### src/rtl/mrgn_relay_seq.sv
module mrgn_relay_seq #(
  parameter int MAX_LANE  = 24,
  parameter int LANE_W    = $clog2(MAX_LANE + 1),
  parameter int SHORT_CYC = 1000,
  parameter int LONG_CYC  = 2000000
) (
  input  logic              clk,
  input  logic              rst_n,
  input  logic [LANE_W-1:0] lane_id,
  input  logic              evt_start_chg,
  input  logic              evt_stop,
  output logic              reg_rd_en,
  input  logic [22:0]       reg_rd_data,
  output logic              reg_wr_en,
  output logic              reg_wr_sel,
  output logic [15:0]       reg_wr_data,
  output logic              mb_req_valid,
  input  logic              mb_req_ready,
  output logic              mb_req_op,
  output logic [LANE_W-1:0] mb_req_lane,
  output logic              mb_req_en,
  output logic              mb_req_clr,
  output logic [6:0]        mb_req_x,
  output logic [5:0]        mb_req_y,
  output logic [7:0]        mb_req_nblk,
  input  logic              mb_rsp_valid,
  input  logic              mb_rsp_fail,
  input  logic [7:0]        mb_rsp_code,
  input  logic [31:0]       mb_rsp_data
);
  localparam int MAXW  = (LONG_CYC > SHORT_CYC) ? LONG_CYC : SHORT_CYC;
  localparam int CNT_W = $clog2(MAXW + 1);
  localparam logic [3:0] FLG_ALL  = 4'hF;
  localparam logic [3:0] FLG_HOLD = 4'hB;

  typedef enum logic [3:0] {
    S_IDLE, S_RD, S_SET_REQ, S_SET_RSP, S_SET_FLG, S_WAIT_S, S_STOP_FLG,
    S_GET_REQ, S_GET_RSP, S_WR_ERR, S_GET_FLG, S_WAIT_L
  } state_t;

  state_t           state, nxt;
  logic             pend_v, pend_stop, mode_stop;
  logic [22:0]      ctrl_q;
  logic [15:0]      err_q;
  logic [CNT_W-1:0] cnt;

  wire evt      = evt_start_chg | evt_stop;
  wire rsp_ok   = mb_rsp_valid & ~mb_rsp_fail & (mb_rsp_code == 8'd0);
  wire rsp_bad  = mb_rsp_valid & ~rsp_ok;
  wire at_wait  = (state == S_WAIT_S) || (state == S_WAIT_L);
  wire at_rsp   = (state == S_SET_RSP) || (state == S_GET_RSP);
  wire take     = pend_v & ((state == S_IDLE) | at_wait | (at_rsp & rsp_bad));
  wire [CNT_W-1:0] lim = (state == S_WAIT_S) ? CNT_W'(SHORT_CYC - 1) : CNT_W'(LONG_CYC - 1);
  wire wait_done = (cnt == lim);

  always_comb begin
    nxt = state;
    if (take) nxt = S_RD;
    else begin
      case (state)
        S_IDLE:     nxt = S_IDLE;
        S_RD:       nxt = S_SET_REQ;
        S_SET_REQ:  if (mb_req_ready) nxt = S_SET_RSP;
        S_SET_RSP:  if (rsp_ok) nxt = S_SET_FLG; else if (rsp_bad) nxt = S_RD;
        S_SET_FLG:  nxt = S_WAIT_S;
        S_WAIT_S:   if (wait_done) nxt = mode_stop ? S_STOP_FLG : S_GET_REQ;
        S_STOP_FLG: nxt = S_IDLE;
        S_GET_REQ:  if (mb_req_ready) nxt = S_GET_RSP;
        S_GET_RSP:  if (rsp_ok) nxt = S_WR_ERR; else if (rsp_bad) nxt = S_GET_REQ;
        S_WR_ERR:   nxt = S_GET_FLG;
        S_GET_FLG:  nxt = S_WAIT_L;
        S_WAIT_L:   if (wait_done) nxt = S_GET_REQ;
        default:    nxt = S_IDLE;
      endcase
    end
  end

  always_ff @(posedge clk or negedge rst_n) begin
    if (!rst_n) begin
      state     <= S_IDLE;
      pend_v    <= 1'b0;
      pend_stop <= 1'b0;
      mode_stop <= 1'b0;
      ctrl_q    <= '0;
      err_q     <= '0;
      cnt       <= '0;
    end else begin
      state <= nxt;
      if (evt) begin
        pend_v    <= 1'b1;
        pend_stop <= evt_stop;
      end else if (take) begin
        pend_v <= 1'b0;
      end
      if (take) mode_stop <= pend_stop;
      if (state == S_RD) ctrl_q <= reg_rd_data;
      if (state == S_GET_RSP && rsp_ok) err_q <= mb_rsp_data[15:0];
      cnt <= (at_wait && nxt == state) ? cnt + 1'b1 : '0;
    end
  end

  wire is_set = (state == S_SET_REQ);

  assign reg_rd_en    = (state == S_RD);
  assign mb_req_valid = is_set || (state == S_GET_REQ);
  assign mb_req_op    = (state == S_GET_REQ);
  assign mb_req_lane  = lane_id;
  assign mb_req_en    = is_set & ctrl_q[0];
  assign mb_req_clr   = is_set & ctrl_q[1];
  assign mb_req_x     = is_set ? ctrl_q[8:2]   : 7'd0;
  assign mb_req_y     = is_set ? ctrl_q[14:9]  : 6'd0;
  assign mb_req_nblk  = is_set ? ctrl_q[22:15] : 8'd0;

  assign reg_wr_en   = (state == S_SET_FLG) || (state == S_STOP_FLG) ||
                       (state == S_WR_ERR)  || (state == S_GET_FLG);
  assign reg_wr_sel  = (state == S_WR_ERR);
  assign reg_wr_data = (state == S_WR_ERR)  ? err_q :
                       (state == S_SET_FLG) ? {12'd0, FLG_ALL} : {12'd0, FLG_HOLD};
endmodule

### config.mk
export PLATFORM = sky130hd
export DESIGN_NAME = mrgn_relay_seq
export DESIGN_NICKNAME = d
export VERILOG_FILES = /design/src/rtl/mrgn_relay_seq.sv
export SDC_FILE = /design/constraint.sdc
export NUM_CORES = 1
export LEC_CHECK = 0
export ABC_AREA = 1
export BUFFER_PORTS_ARGS = -buffer_cell sky130_fd_sc_hd__buf_2
export CAP_MARGIN = 30
export CORE_UTILIZATION = 45
export CTS_BUF_LIST = sky130_fd_sc_hd__clkbuf_8
export DETAILED_ROUTE_END_ITERATION = 12
export MAX_ROUTING_LAYER = met4
export PLACE_DENSITY_LB_ADDON = 0.2
export SLEW_MARGIN = 20
export SYNTH_ARGS = -nofsm -noshare
export SYNTH_HDL_FRONTEND = slang
export SYNTH_SLANG_ARGS = --single-unit
### constraint.sdc
create_clock -name clk -period 5.4 [get_ports clk]
set_clock_uncertainty 0.05 [all_clocks]
set_input_delay 0.27 -clock clk [delete_from_list [all_inputs] [get_ports clk]]
set_output_delay 0.27 -clock clk [all_outputs]
set_load 0.01 [all_outputs]
==> metrics.md <==
| Metric | Value |
|---|---|
| #FFs+latches synth | 67 |
| Die H | 91.1 um |
| Setup CP Type | reg2reg |
| Drt via density | 4.70 |
| Syn avg cell area | 7.90 um^2 |
| CTS sink cnt | 67 |
| Max Buffers Root-to-Sink | 2 |
| Num CTS Buffers | 9 |
| DR WL/cell | 11.2 um |
| Antenna viol nets, final | 0 |
| Register area share after synthesis | 46.9% |
| Endpoints failing setup | 0 |
| Chip width | 91.1 um |
| Post-CTS sizing | 0 |
| Least-Margin Pin Slew | 0.857 ns |
| Max-slew headroom | 42.7% |
| Largest net degree at the start of global routing | 68 |
| Hold Crit Class | in2async |
| Pre-antenna DRT Iters | 4 |
| Final hold vios | 0 |
| Setup Buffers After CTS | 0 |
| Final Non-Filler Cells | 653 |
| Setup tns final | 0 ns |
| Max Clk Rate | 372 MHz |
| # IOs | 124 |
| CP Capture Type | register |
| Flop2flop setup slack | 2.72 ns |
| Remaining global-route overflow | 0 |
| Nets | 622 |
| Share of cells above drive strength 1 | 29.2% |
| H-tree lvl count | 3 |
| GRT Util Overall | 19.7% |
| Initial antenna violation count | 0 |
| Post-CTS Hold Buffers | 0 |
| RSZ-0062 raised after global routing | no |
| Peak supply drop | 206 uV |
| Mapped Nets | 528 |
| GP Congestion | 0.865 |
| Cells after Synth | 452 |
| Clock transition at path regs | 0.08 ns |
| Initial drt markers | 94 |
| Worst EP arrival | 2.89 ns |
| Root Driver | clkbuf_8 |
| P per Cell Area | 349 nW/um^2 |
| Startpoint types | register |
| Die ar. | 8300 um^2 |
| Top post-synthesis cells by area | dfrtp_1 (47%), nand2_1 (9.7%), nor2_1 (7.7%), inv_1 (7.3%), mux2_2 (5.0%) |
| TritonCTS clock tree | done |
| Max Cap Viol | 0 |
| Unique masters post-synth | 29 |
| Slew Viols, Final | 0 |
| Pleak | 0.00223 uW |
| Crit-path most repeated cell | nand2_1 |
| Minimum clock period | 2.68 ns |
| ANT cells | 0 |
| Number of core rows | 32 |
| Synthesized area | 3570 um^2 |
| CP max-delay cell | nand2_1 |
| Vias in the first global route | 2,972 |
| Post-layout util | 56.2% |
| Via count | 3,067 |
| Starting Density | 46.5% |
| First-pass GRT wire length | 12,600 um |
| Remaining DRCs | 0 |
| Area share of the largest cell type after synthesis | 46.9% |
| Final period util | 49.7% |
| Synth warn | 0 |
| Post-DP HPWL | 5280 um |
| Crit-path cells | nor2_1 > nand2_1 > nand4_1 > nor2_1 > nand2_1 > nand2_1 > nand2_1 > nand2_1 > nor2_2 > nand2_2 > nor2_1 |
| Largest area contributor in the netlist | dfrtp_1 |
| Placed insts | 637 |
| CP Max Fanout | 26 |
| PortBufs | 97 |
| CP max stage delay | 0.54 ns |
| Power Total | 1510 uW |
| Run status | complete, no violations |
| DRT Wirelength | 7340 um |
| Area Growth Syn to Fin | 21.0% |
| Required @ worst endpoint | 5.61 ns |
| CORE AREA | 7690 um^2 |
| Clk_lat worst skew | 0.34 ns |
cell families (layout without fill, tap and decap cells):
| logic type | Yosys count | after routing | share of synthesized area, % |
|---|---|---|---|
| xor+xnor | 16 | 16 | 3.92 |
| fa+ha+maj | 1 | 1 | 0.350 |
| flops | 67 | 67 | 46.9 |
| compound gates | 39 | 39 | 6.06 |
| buf+inv | 85 | 184 | 9.91 |
| mux | 16 | 16 | 5.04 |
| simple gates | 228 | 228 | 27.8 |
cells in the mapped netlist, drive strengths merged:
cell / count
inv: 69
o211ai: 2
nor2: 96
buf: 10
nand3: 18
clkbuf: 6
mux2: 16
and2: 1
xnor2: 2
ha: 1
o21ai: 27
or2: 3
a211o: 1
o21bai: 2
o2111ai: 1
a2111oi: 1
a21oi: 5
nand2: 97
nand4: 5
dfrtp: 67
nor3: 7
xor2: 14
nor4: 1
through the flow:
stage | instance area [um^2] | setup WS [ns] | hold WS [ns]
finish | 4320 | 2.72 | 0.0375
global route | 4320 | 2.38 | 0.0768
CTS | 4320 | 2.72 | 0.0580
detailed placement | 4110 | 2.74 | 0.413
global placement | 4110 | 2.78 | 0.407
floorplan | 3570 | 3.56 | -0.0756
flip-flops by register name, summed over array words and instances (netlist names):
signal	flops
cnt	21
ctrl_q	23
err_q	16
mode_stop	1
pend_stop	1
pend_v	1
state	4
per-layer routing:
layer	vias to the layer above	track usage, %	wire length [um]
li1	1577	-	-
met5	-	-	0
met4	0	7.41	104
met3	10	4.86	330
met1	1396	22.5	3220
met2	84	33.3	3680
where the power goes:
part / internal, uW / switching, uW
clock: 259 / 193
combinational: 142 / 280
sequential: 601 / 35.0
worst max-delay path, delay by kind of cell (launching register included):
family | cells | cell delay [ns]
simple gates | 11 | 2.10
flops | 1 | 0.45
layout make-up:
cell class	instances	area, um^2
timing repair buffer	99	500
inverter	69	259
fill	739	3370
clock buffer	9	124
clock inverter	7	92.6
sequential	67	1680
tap	102	128
multi-input combinational	300	1540
worst paths after layout:
check | from | end | cells past startpoint
max | state[2]$_DFF_PN0_ | cnt[20]$_DFF_PN0_ | 11
min | rst_n | err_q[14]$_DFFE_PN0P_ | 2
max reg2reg | state[2]$_DFF_PN0_ | cnt[20]$_DFF_PN0_ | 11
min reg2reg | cnt[0]$_DFF_PN0_ | cnt[0]$_DFF_PN0_ | 1
max in group asynchronous | rst_n | ctrl_q[15]$_DFFE_PN0P_ | 2
min in group clk | evt_start_chg | pend_stop$_DFFE_PN0P_ | 2
placed cells by master (no fill, tap or decap), types with 7 or more instances in the layout:
master    Yosys  final
clkbuf_8      0      9
xor2_1       14     14
mux2_2       16     16
nor2_1       73     73
nand2_1      92     92
inv_1        69     70
dfrtp_1      67     67
nor3_1        7      7
nand3_1      18     18
nor2_2       21     21
o21ai_0      27     27
buf_2         1     97
Note: power is estimated with default switching activity, not from simulation.
